<file path="src/rtl/pattern_seq_pkg.sv">
package pattern_seq_pkg;

    // Sequencer steps, one cycle each except the hold step.
    typedef enum logic [1:0] {
        ST_FETCH = 2'd0,
        ST_APPLY = 2'd1,
        ST_LOAD  = 2'd2,
        ST_HOLD  = 2'd3
    } seq_state_e;

endpackage

</file>
<file path="src/rtl/pattern_seq_fifo.sv">
module pattern_seq_fifo #(
    parameter int WIDTH      = 32,
    parameter int BASE_DEPTH = 4,
    parameter int MAX_DEPTH  = 8
) (
    input  logic             clk,
    input  logic             rst_n,
    input  logic             depth_sel,
    input  logic [WIDTH-1:0] push_data,
    input  logic             push_valid,
    output logic             push_ready,
    input  logic             pop_req,
    output logic [WIDTH-1:0] pop_data,
    output logic             empty
);

    localparam int AW = (MAX_DEPTH > 1) ? $clog2(MAX_DEPTH) : 1;
    localparam int CW = $clog2(MAX_DEPTH + 1);
    localparam logic [CW-1:0] CAP_LO   = CW'(BASE_DEPTH);
    localparam logic [CW-1:0] CAP_HI   = CW'(MAX_DEPTH);
    localparam logic [AW-1:0] PTR_LAST = AW'(MAX_DEPTH - 1);

    typedef struct packed {
        logic [MAX_DEPTH-1:0][WIDTH-1:0] mem;
        logic [AW-1:0]                   wr_ptr;
        logic [AW-1:0]                   rd_ptr;
        logic [CW-1:0]                   count;
    } fifo_t;

    fifo_t         fifo_d, fifo_q;
    logic [CW-1:0] cap;
    logic          push, pop;

    always_comb begin
        cap        = depth_sel ? CAP_HI : CAP_LO;
        push_ready = (fifo_q.count < cap);
        empty      = (fifo_q.count == '0);
        push       = push_valid && push_ready;
        pop        = pop_req && !empty;
        pop_data   = fifo_q.mem[fifo_q.rd_ptr];

        fifo_d = fifo_q;
        if (push) begin
            fifo_d.mem[fifo_q.wr_ptr] = push_data;
            fifo_d.wr_ptr = (fifo_q.wr_ptr == PTR_LAST) ? '0 : fifo_q.wr_ptr + AW'(1);
        end
        if (pop) begin
            fifo_d.rd_ptr = (fifo_q.rd_ptr == PTR_LAST) ? '0 : fifo_q.rd_ptr + AW'(1);
        end
        case ({push, pop})
            2'b10:   fifo_d.count = fifo_q.count + CW'(1);
            2'b01:   fifo_d.count = fifo_q.count - CW'(1);
            default: fifo_d.count = fifo_q.count;
        endcase
    end

    always_ff @(posedge clk) begin
        if (!rst_n) fifo_q <= '0;
        else        fifo_q <= fifo_d;
    end

    // Occupancy never exceeds the selected capacity.
    assert_no_overflow_R7: assert property (@(posedge clk) disable iff (!rst_n)
        fifo_q.count <= cap);

    // A lone push raises occupancy by exactly one.
    assert_count_step_R7: assert property (@(posedge clk) disable iff (!rst_n)
        (push && !pop) |=> (fifo_q.count == $past(fifo_q.count) + CW'(1)));

endmodule

</file>
<file path="src/rtl/pattern_seq_core.sv">
module pattern_seq_core
    import pattern_seq_pkg::*;
#(
    parameter int CMD_W = 32,
    parameter int PIN_W = 2
) (
    input  logic             clk,
    input  logic             rst_n,
    input  logic [CMD_W-1:0] cmd_word,
    input  logic             cmd_avail,
    output logic             pop,
    output logic [PIN_W-1:0] pins,
    output logic             stall,
    output logic             underrun,
    output logic             idle
);

    localparam int DLY_W = CMD_W - PIN_W;

    typedef struct packed {
        seq_state_e       st;
        logic [CMD_W-1:0] osr;
        logic [DLY_W-1:0] cnt;
        logic [PIN_W-1:0] pins;
        logic             started;
        logic             underrun;
    } seq_t;

    seq_t seq_d, seq_q;

    always_comb begin
        seq_d = seq_q;
        pop   = 1'b0;
        stall = 1'b0;
        case (seq_q.st)
            ST_FETCH: begin
                if (cmd_avail) begin
                    pop           = 1'b1;
                    seq_d.osr     = cmd_word;
                    seq_d.started = 1'b1;
                    seq_d.st      = ST_APPLY;
                end else begin
                    stall = 1'b1;
                    if (seq_q.started) seq_d.underrun = 1'b1;
                end
            end
            ST_APPLY: begin
                seq_d.pins = seq_q.osr[PIN_W-1:0];
                seq_d.st   = ST_LOAD;
            end
            ST_LOAD: begin
                seq_d.cnt = seq_q.osr[CMD_W-1:PIN_W];
                seq_d.st  = ST_HOLD;
            end
            ST_HOLD: begin
                // zero test comes before the decrement
                if (seq_q.cnt == '0) seq_d.st  = ST_FETCH;
                else                 seq_d.cnt = seq_q.cnt - DLY_W'(1);
            end
            default: seq_d.st = ST_FETCH;
        endcase
    end

    always_ff @(posedge clk) begin
        if (!rst_n) begin
            seq_q.st       <= ST_FETCH;
            seq_q.osr      <= '0;
            seq_q.cnt      <= '0;
            seq_q.pins     <= '0;
            seq_q.started  <= 1'b0;
            seq_q.underrun <= 1'b0;
        end else begin
            seq_q <= seq_d;
        end
    end

    assign pins     = seq_q.pins;
    assign underrun = seq_q.underrun;
    assign idle     = (seq_q.st == ST_FETCH);

    // The pattern register follows the fetched word's low field.
    assert_apply_R2: assert property (@(posedge clk) disable iff (!rst_n)
        (seq_q.st == ST_APPLY) |=> (seq_q.pins == $past(seq_q.osr[PIN_W-1:0])));

    // Hold counter steps down by one and stays in the hold step.
    assert_countdown_R3: assert property (@(posedge clk) disable iff (!rst_n)
        (seq_q.st == ST_HOLD && seq_q.cnt != '0) |=>
            (seq_q.st == ST_HOLD && seq_q.cnt == $past(seq_q.cnt) - DLY_W'(1)));

    // Pins frozen across a stalled cycle.
    assert_hold_pins_R5: assert property (@(posedge clk) disable iff (!rst_n)
        stall |=> $stable(seq_q.pins));

    // Underrun flag never clears outside reset.
    assert_underrun_sticky_R6: assert property (@(posedge clk) disable iff (!rst_n)
        seq_q.underrun |=> seq_q.underrun);

endmodule

</file>
<file path="src/rtl/pattern_seq.sv">
module pattern_seq #(
    parameter int CMD_W      = 32,
    parameter int PIN_W      = 2,
    parameter int BASE_DEPTH = 4,
    parameter int MAX_DEPTH  = 8
) (
    input  logic             clk,
    input  logic             rst_n,
    input  logic [CMD_W-1:0] cmd_data,
    input  logic             cmd_valid,
    output logic             cmd_ready,
    input  logic             depth_sel,
    output logic [PIN_W-1:0] pin_out,
    output logic             stall,
    output logic             underrun
);

    logic [CMD_W-1:0] head_word;
    logic             fifo_empty;
    logic             seq_pop;
    logic             seq_idle;

    pattern_seq_fifo #(
        .WIDTH      (CMD_W),
        .BASE_DEPTH (BASE_DEPTH),
        .MAX_DEPTH  (MAX_DEPTH)
    ) u_fifo (
        .clk        (clk),
        .rst_n      (rst_n),
        .depth_sel  (depth_sel),
        .push_data  (cmd_data),
        .push_valid (cmd_valid),
        .push_ready (cmd_ready),
        .pop_req    (seq_pop),
        .pop_data   (head_word),
        .empty      (fifo_empty)
    );

    pattern_seq_core #(
        .CMD_W (CMD_W),
        .PIN_W (PIN_W)
    ) u_core (
        .clk       (clk),
        .rst_n     (rst_n),
        .cmd_word  (head_word),
        .cmd_avail (!fifo_empty),
        .pop       (seq_pop),
        .pins      (pin_out),
        .stall     (stall),
        .underrun  (underrun),
        .idle      (seq_idle)
    );

    // Capacity selection may move only when nothing is queued or running.
    assert_mode_change_R9: assert property (@(posedge clk) disable iff (!rst_n)
        !$stable(depth_sel) |-> (fifo_empty && seq_idle));

endmodule

</file>
<file path="config.mk">
export PLATFORM = sky130hd
export DESIGN_NAME = pattern_seq
export DESIGN_NICKNAME = d
export VERILOG_FILES = /design/src/rtl/pattern_seq_pkg.sv /design/src/rtl/pattern_seq_fifo.sv /design/src/rtl/pattern_seq_core.sv /design/src/rtl/pattern_seq.sv
export SDC_FILE = /design/constraint.sdc
export NUM_CORES = 1
export LEC_CHECK = 0
export BUFFER_PORTS_ARGS = -buffer_cell sky130_fd_sc_hd__buf_2
export CORE_UTILIZATION = 34
export DETAILED_ROUTE_END_ITERATION = 6
export PLACE_DENSITY = 0.51
export RECOVER_POWER = 25
export SYNTH_ARGS = -nofsm -noshare
export SYNTH_HDL_FRONTEND = slang
export SYNTH_HIERARCHICAL = 1
export SYNTH_SLANG_ARGS = --single-unit
export TNS_END_PERCENT = 50
</file>
<file path="constraint.sdc">
create_clock -name clk -period 6.6 [get_ports clk]
set_clock_uncertainty 0.15 [all_clocks]
set_input_delay 1.32 -clock clk [delete_from_list [all_inputs] [get_ports clk]]
set_output_delay 1.32 -clock clk [all_outputs]
set_load 0.02 [all_outputs]
</file>
# --- Yosys cells after proc, flatten, opt, wreduce, memory -nomap -nowiden ---
# Cells that the tools add are included.
word_totals:
  output_inout_bits: 5
  inputBits: 36
  ff_bits: 334
  elab_cells: 68
classes:
  n_bitwise: 1
  addsub: 5
  order_cmp: 4
  n_mux: 18
  eq_ne: 10
  reduce_logical: 13
ops:
  columns: ["operator", "count"]
  rows:
  - ["bitwise mux 256 bit", 1]
  - ["binary-select mux 32 bit (select 3 bit)", 1]
  - ["demux 32 bit (select 3 bit)", 1]
  - ["2-to-1 mux 32 bit", 2]
  - ["case mux 30 bit (2 select lines)", 1]
  - ["2-to-1 mux 34 bit", 1]
  - ["logical NOT 30 bit", 1]
  - ["2-to-1 mux 30 bit", 1]
  - ["subtractor 30 x 1 -> 30 bit, second input constant", 1]
  - ["< comparator 3 x 4 -> 1 bit, second input constant", 2]
  - ["case mux 2 bit (4 select lines)", 1]
  - ["case mux 4 bit (2 select lines)", 1]
  - ["adder 3 x 1 -> 3 bit, second input constant", 2]
  - ["== test 2 bit, second input constant", 3]
  - ["== test 3 bit, second input constant", 2]
  - ["2-to-1 mux 3 bit", 2]
  - ["AND reduction 2 bit", 3]
  - ["adder 4 x 1 -> 4 bit, second input constant", 1]
  - ["== test 2 x 1 -> 1 bit, second input constant", 2]
  - ["logical NOT 4 bit", 1]
  - ["< comparator 4 bit", 1]
  - ["2-to-1 mux 1 bit", 4]
  - ["2-to-1 mux 4 bit", 1]
  - ["inequality test 2 bit, second input constant", 2]
  - ["other kinds (10)", 13]

# --- Longest topological paths before layout ---
# Gate-level depths: netlist of run 1.
depth:
  depth_word: 6
  ltp_mapped: 13
  ltp_nobuf: 12

# --- By module ---
# The synthesis of run 1 kept the hierarchy.
modules_own_cells:
  columns: ["mod", "area_per_inst_um2", "n_inst", "seq_area_each_um2", "cells_each"]
  rows:
  - ["pattern_seq_fifo", 12190.4, 1, 5325.1, 1343]
  - ["pattern_seq_core", 3353.2, 1, 1361.3, 436]
  - ["pattern_seq", 3.8, 1, 0.0, 1]

# --- Least setup slack after synthesis of run 1 ---
# OpenSTA, ideal clock, no wires.
synth_path:
  path_type: "input to output"
  startpoint: "input depth_sel"
  endpoint: "output cmd_ready"
  stages: 5
  arrival_ns: 2.240
  required_ns: 5.130
  n_path_buf: 1
  slack_ns: 2.890
  path_cell_list: "inv_1 > ha_1 > o21a_1 > buf_2 > nor2_1"
synth_between:
  elab_chain_len: 2
synth_rtl:
  columns: ["item", "line_no", "rtl"]
  rows:
  - ["start: declaration", "pattern_seq.sv:12", "input logic depth_sel,"]
  - ["2-to-1 mux 4 bit", "pattern_seq_fifo.sv:35", "cap = depth_sel ? CAP_HI : CAP_LO;"]
  - ["< comparator 4 bit", "pattern_seq_fifo.sv:36", "push_ready = (fifo_q.count < cap);"]
  - ["end: declaration", "pattern_seq.sv:11", "output logic cmd_ready,"]
# No other way between the ends.

==> results of run 1 <==
## power breakdown
| group | total (mW) | switching [mW] | internal (mW) |
|---|---|---|---|
| logic | 1.13 | 0.709 | 0.421 |
| registers | 2.27 | 0.151 | 2.12 |
| clock network | 2.06 | 0.827 | 1.23 |
## per-layer routing
metal | share of wire | wire length [um] | track usage
met1 | 0.48 | 21300 | 0.272
met2 | 0.46 | 20500 | 0.305
met3 | 0.049 | 2200 | 0.0316
met4 | 0.019 | 846 | 0.0504
met5 | 0.00060 | 27 | 0
## cell usage after synthesis (all sizes together), types with 7 or more instances
| cell type | count |
|---|---|
| nor4 | 11 |
| mux4 | 64 |
| inv | 13 |
| a21boi | 260 |
| or4 | 10 |
| nor3 | 19 |
| ha | 13 |
| nor2b | 7 |
| a21oi | 61 |
| nand2 | 622 |
| o21ai | 16 |
| nand3 | 11 |
| buf | 84 |
| mux2 | 32 |
| nor2 | 28 |
| clkbuf | 85 |
| o32ai | 8 |
| mux2i | 8 |
| a31oi | 8 |
| dfxtp | 334 |
| or3 | 14 |
## final cells by class
cell class                      count  area share
Clock buffer                       60      0.0651
Clock inverter                      6     0.00534
Inverter                           15     0.00329
Multi-Input combinational cell   1262       0.470
Sequential cell                   334       0.391
Tap cell                          592      0.0433
Timing Repair Buffer               63      0.0215
## registers in the layout (all words and copies together) (netlist names)
| name | count |
|---|---|
| u_fifo/fifo_q | 266 |
| u_core/underrun | 1 |
| u_core/seq_q | 65 |
| u_core/pins | 2 |
## metrics by stage
stage          utilization  instances  hold WS (ns)
2_1_floorplan            -       1780         0.282
3_3_place_gp         0.356       2266         0.288
3_5_place_dp         0.356       2266         0.291
4_1_cts              0.383       2332         0.299
5_1_grt              0.383       2332         0.318
6_report             0.383       2332         0.300
## critical path: cells and delay by family
family                 cells  cell delay, ns
buffers and inverters      2            2.82
AO/OA/AOI/OAI              2            0.70
## worst min path at each step
stage / to / startpoint / slack, ns
final: u_fifo/fifo_q[121] / u_fifo/fifo_q[121] / 0.30
after global placement: u_fifo/fifo_q[81] / u_fifo/fifo_q[81] / 0.29
after floorplan: u_core/seq_q[59] / u_core/seq_q[59] / 0.28
after global routing: u_fifo/fifo_q[85] / u_fifo/fifo_q[85] / 0.32
after detailed placement: u_fifo/fifo_q[121] / u_fifo/fifo_q[121] / 0.29
after CTS: u_fifo/fifo_q[121] / u_fifo/fifo_q[121] / 0.30
## logic make-up after synthesis
family	count (synthesis)	synth area share
buffers and inverters	184	0.0550
adder cells (fa/ha/maj)	14	0.0117
flip-flops	334	0.430
AO/OA/AOI/OAI	393	0.181
multiplexers	104	0.121
AND/OR/NAND/NOR	749	0.201
XOR/XNOR	2	0.00113
==> results.py, run 1 <==
metrics = {
    "clock_tree": {
        "clk_root_buffer_cell": "sky130_fd_sc_hd__clkbuf_16",
        "cts_post_setup_buffers_inserted": 0,
        "cts.sink_count": 334,
        "cts.clk_slew.worst_paths_ns": 0.06,
        "cts_resized": 0,
        "worstSkewPairLatency_ns": 0.53,
        "clock_tree_from_tritoncts": "done",
        "cts.hold.buffers_added": 0,
        "htreeDepth": 2,
        "number_of_buffers_on_the_longest_clock_path": 3,
        "cts-buffers-inserted": 37,
    },
    "timing": {
        "worst_pin_slew_ns": 3.71,
        "pins_over_their_slew_limit": 374,
        "hold_viol": 0,
        "final.setup.worst_slack_ns": 1.92,
        "finalSetupViolCount": 0,
        "timing.slew.headroom": -1.48,
        "fmaxAchievable_mhz": 214,
        "rsz0062_at_grt": "false",
        "setup_tns_ns": 0,
        "final_period_minus_worst_setup_slack_ns": 4.68,
        "fin_crit_sh": 0.708,
    },
    "floorplan": {
        "core_sq_um": 44700,
        "die_y_um": 216,
        "number_of_top_level_pins": 41,
        "die-area_sq_um": 46600,
        "fp.dieW_um": 216,
        "floorplan.initialDensity": 0.348,
        "placementRows": 77,
    },
    "yosys": {
        "number_of_warnings_reported_in_the_yosys_synthesis_log": 6,
        "netlist.area_leader.share": 0.430,
        "synthesis.nets": 1830,
        "post_synth_inst_count": 1780,
        "post_synth.cell_area_avg_sq_um": 8.73,
        "synth-seq-cells": 334,
        "ys_async_sr_fraction": 0,
        "synth_area_leaders": "sky130_fd_sc_hd__dfxtp_1 43%, sky130_fd_sc_hd__nand2_1 15%, sky130_fd_sc_hd__mux4_2 9.3%, sky130_fd_sc_hd__a21boi_1 7.0%, sky130_fd_sc_hd__a21boi_0 5.6%",
        "synth.yosys.seq_area_share": 0.430,
        "synthFlopType": "sky130_fd_sc_hd__dfxtp_1",
        "post-synth-top-area-cell": "sky130_fd_sc_hd__dfxtp_1",
        "post_synth_num_cell_types": 66,
        "synth_enable_flop_cells": 0,
        "netlist_area_sq_um": 15500,
    },
    "finish": {
        "layout.cells.most_common": "sky130_fd_sc_hd__nand2_1",
        "num_antenna_cells": 0,
        "synthesis_to_layout_area_growth_pct": 10.0,
        "design_area_sq_um": 17100,
        "mostFrequentLayoutCells": "622 x sky130_fd_sc_hd__nand2_1, 331 x sky130_fd_sc_hd__dfxtp_1, 146 x sky130_fd_sc_hd__a21boi_0, 114 x sky130_fd_sc_hd__a21boi_1, 64 x sky130_fd_sc_hd__mux4_2",
        "seqCellArea_sq_um": 6700,
        "layout-drive-gt1-share": 0.128,
        "multi_input_area_sq_um": 8040,
        "nFillCells": 4517,
        "total_number_of_nets_in_the_final_design": 1763,
    },
    "route": {
        "route.detailed.vias_per_inst": 5.21,
        "vias": 12200,
        "total_length_of_routed_wires_um": 44900,
        "drt_pre_antenna_iters": 5,
        "drc_errors": 0,
        "first_iter_violations": 951,
        "drt-wirelength-per-cell_um": 19.2,
        "antenna_violating_nets_post_route": 0,
    },
    "placed_design": {
        "cell_area_reported_after_detailed_placement_sq_um": 15900,
        "detailedPlacementHpwl_um": 25500,
        "preCtsSetupSlack_ns": 2.17,
        "gpl.final_weighted_congestion": 0.777,
        "port_buffers": 40,
    },
    "run_status": {
        "run_status": "complete, but fails checks",
        "failed_checks": "capacitance limit, slew limit",
    },
    "worst_setup_path": {
        "timing.critical_path.to_type": "register",
        "worst-setup-path-type": "input pin to register",
        "critical_path.startpoint": "rst_n",
        "critical_path.slowest_cell": "sky130_fd_sc_hd__clkbuf_2",
        "crit-reg2reg-launch": "u_fifo/fifo_q[3]",
        "data_arrival_critical_path_ns": 4.96,
        "worst-r2r-setup-slack_ns": 2.19,
        "path_max_fanout": 213,
        "required_ns": 6.89,
        "crit_path_max_incr_delay_ns": 2.45,
        "worstReg2RegEnd": "u_fifo/fifo_q[3]",
        "worst-r2r-cell-count": 13,
        "crit_path_cell_trace": "buf_6 -> clkbuf_2 -> o21ai_0 -> o22ai_1",
        "category_of_the_worst_setup_path_launch_point": "input pin",
        "critPathCapture": "u_core/seq_q[17]",
    },
    "grt": {
        "gr-usage-all-layers": 0.193,
        "grt_first_pass_wirelength_um": 70100,
        "maximum_number_of_pins_on_one_net_before_global_route_repair": 214,
        "total_gr_overflow": 0,
        "grt_pass1_vias": 11800,
        "grt_antenna_before_repair": 2,
    },
    "power": {
        "power_density_nw_per_um2": 319,
        "irDropWorstVdd_v": 0.000172,
        "power.leakage_nw": 5.73,
        "total_power_mw": 5.46,
    },
    "min_path": {
        "timing.hold.worst_path_depth": 2,
        "worst_min_path_class": "register to register",
    },
    "job": {
        "drv.max_cap_violation_count": 5,
    },
}
No activity file was read; power rests on OpenSTA's default activity.
==> run 2: changes to the inputs <==
- PLACE_DENSITY: 0.51 -> 0.52
- clock period: 6.6 -> 4.2 ns (I/O delays scaled with it)
==> run 2 against run 1 <==
Against the previous run:
- global-route usage rose by 0.18 points
- total power rose by 63%
- largest cell class unchanged
- die area is the same
- the run still ends with capacitance limit, slew limit left
- worst setup slack lost 1.3 ns
==> results.py, run 2 (synthesis results as in run 1) <==
metrics = {
    "floorplan": {
        "core_sq_um": 44700,
        "fp.dieW_um": 216,
        "die_y_um": 216,
        "number_of_top_level_pins": 41,
        "floorplan.initialDensity": 0.348,
        "die-area_sq_um": 46600,
        "placementRows": 77,
    },
    "timing": {
        "setup_tns_ns": 0,
        "fmaxAchievable_mhz": 281,
        "pins_over_their_slew_limit": 319,
        "whs_ns": 0.301,
        "rsz0062_at_grt": "false",
        "final.setup.worst_slack_ns": 0.643,
        "timing.slew.headroom": -0.909,
        "hold_viol": 0,
        "fin_crit_sh": 0.847,
        "worst_pin_slew_ns": 2.86,
        "final_period_minus_worst_setup_slack_ns": 3.56,
        "finalSetupViolCount": 0,
    },
    "route": {
        "top_layer_used": "met5",
        "route.detailed.vias_per_inst": 5.32,
        "antenna_violating_nets_post_route": 0,
        "drc_errors": 0,
        "first_iter_violations": 969,
        "drt_pre_antenna_iters": 5,
        "routed-wl-met2_um": 20600,
        "m1WireLength_um": 21400,
        "drt-wirelength-per-cell_um": 19.4,
        "total_length_of_routed_wires_um": 45400,
        "vias": 12500,
        "dr_wl_met3_um": 2470,
    },
    "clock_tree": {
        "number_of_buffers_on_the_longest_clock_path": 3,
        "cts.sink_count": 334,
        "htreeDepth": 2,
        "cts_post_setup_buffers_inserted": 0,
        "cts.hold.buffers_added": 0,
        "cts.clk_slew.worst_paths_ns": 0.06,
        "clock_tree_from_tritoncts": "done",
        "worstSkewPairLatency_ns": 0.54,
        "cts-buffers-inserted": 39,
        "clk_root_buffer_cell": "sky130_fd_sc_hd__clkbuf_16",
        "cts_resized": 0,
    },
    "worst_setup_path": {
        "path_max_fanout": 31,
        "required_ns": 4.42,
        "timing.critical_path.to_type": "register",
        "worst-setup-path-type": "register to register",
        "category_of_the_worst_setup_path_launch_point": "register",
        "data_arrival_critical_path_ns": 3.77,
    },
    "run_status": {
        "run_status": "complete, but fails checks",
        "failed_checks": "capacitance limit, slew limit",
    },
    "grt": {
        "grt_antenna_before_repair": 2,
        "maximum_number_of_pins_on_one_net_before_global_route_repair": 288,
        "grt_first_pass_wirelength_um": 71100,
        "gr-usage-all-layers": 0.195,
        "grt_pass1_vias": 12200,
        "total_gr_overflow": 0,
    },
    "finish": {
        "max_reg_flops": 266,
        "mostFrequentLayoutCells": "622 x sky130_fd_sc_hd__nand2_1, 332 x sky130_fd_sc_hd__dfxtp_1, 142 x sky130_fd_sc_hd__a21boi_0, 118 x sky130_fd_sc_hd__a21boi_1, 64 x sky130_fd_sc_hd__mux4_2",
        "utilization": 0.388,
        "total_number_of_nets_in_the_final_design": 1774,
        "layout-drive-gt1-share": 0.129,
        "layout.cells.most_common": "sky130_fd_sc_hd__nand2_1",
        "largest-register": "u_fifo/fifo_q",
        "design_area_sq_um": 17300,
        "synthesis_to_layout_area_growth_pct": 11.5,
        "largest_registers": "u_fifo/fifo_q x266, u_core/seq_q x65, u_core/pins x2",
    },
    "placed_design": {
        "gpl.final_weighted_congestion": 0.844,
        "detailedPlacementHpwl_um": 25700,
        "preCtsSetupSlack_ns": 0.838,
        "cell_area_reported_after_detailed_placement_sq_um": 16000,
        "port_buffers": 40,
    },
    "power": {
        "irDropWorstVdd_v": 0.000282,
        "power_density_nw_per_um2": 513,
        "power.leakage_nw": 5.87,
    },
    "job": {
        "drv.max_cap_violation_count": 2,
    },
    "min_path": {
        "worst_min_path_class": "register to register",
    },
}
[run 2: critical path, stage by stage (launching register included)]
cell	delay [ns]
sky130_fd_sc_hd__dfxtp_1	1.70
sky130_fd_sc_hd__buf_4	0.46
sky130_fd_sc_hd__mux4_2	0.57
sky130_fd_sc_hd__mux2_1	0.35
sky130_fd_sc_hd__nand2_1	0.07
sky130_fd_sc_hd__a21oi_1	0.06
[run 2: path summary, 6_finish.rpt]
kind	from	end	slack, ns	cells after the start
hold reg to reg	u_fifo/fifo_q[230]	u_fifo/fifo_q[230]	0.30	2
setup / recovery	u_fifo/fifo_q[4]	u_core/seq_q[39]	0.64	5
setup reg to reg	u_fifo/fifo_q[4]	u_core/seq_q[39]	0.64	5
hold / removal	u_fifo/fifo_q[230]	u_fifo/fifo_q[230]	0.30	2
[run 2: cell type report]
type / instances / area (sq um)
diodes: 1 / 2.50
clock buffers: 58 / 1180
clock inverters: 12 / 153
fillers: 4534 / 27400
inverters: 15 / 56.3
multi-input cells: 1262 / 8050
flip-flops and latches: 334 / 6690
well taps: 592 / 741
repair buffers: 72 / 457
[run 2: stage by stage]
stage | cells | total power [mW]
final | 2346 | 8.89
after global routing | 2345 | 9.30
after CTS | 2345 | 8.98
after detailed placement | 2275 | 5.46
after global placement | 2275 | 5.45
after floorplan | 1780 | 4.90
[run 2: routing by layer]
metal / up-vias / GRT usage
li1: 5959 / -
met5: - / 0
met4: 2 / 0.0530
met1: 6161 / 0.280
met3: 65 / 0.0307
met2: 285 / 0.302
[run 2: power breakdown]
part	internal [mW]	switching [mW]
clock network	2.13	1.36
logic	0.690	1.19
registers	3.33	0.197
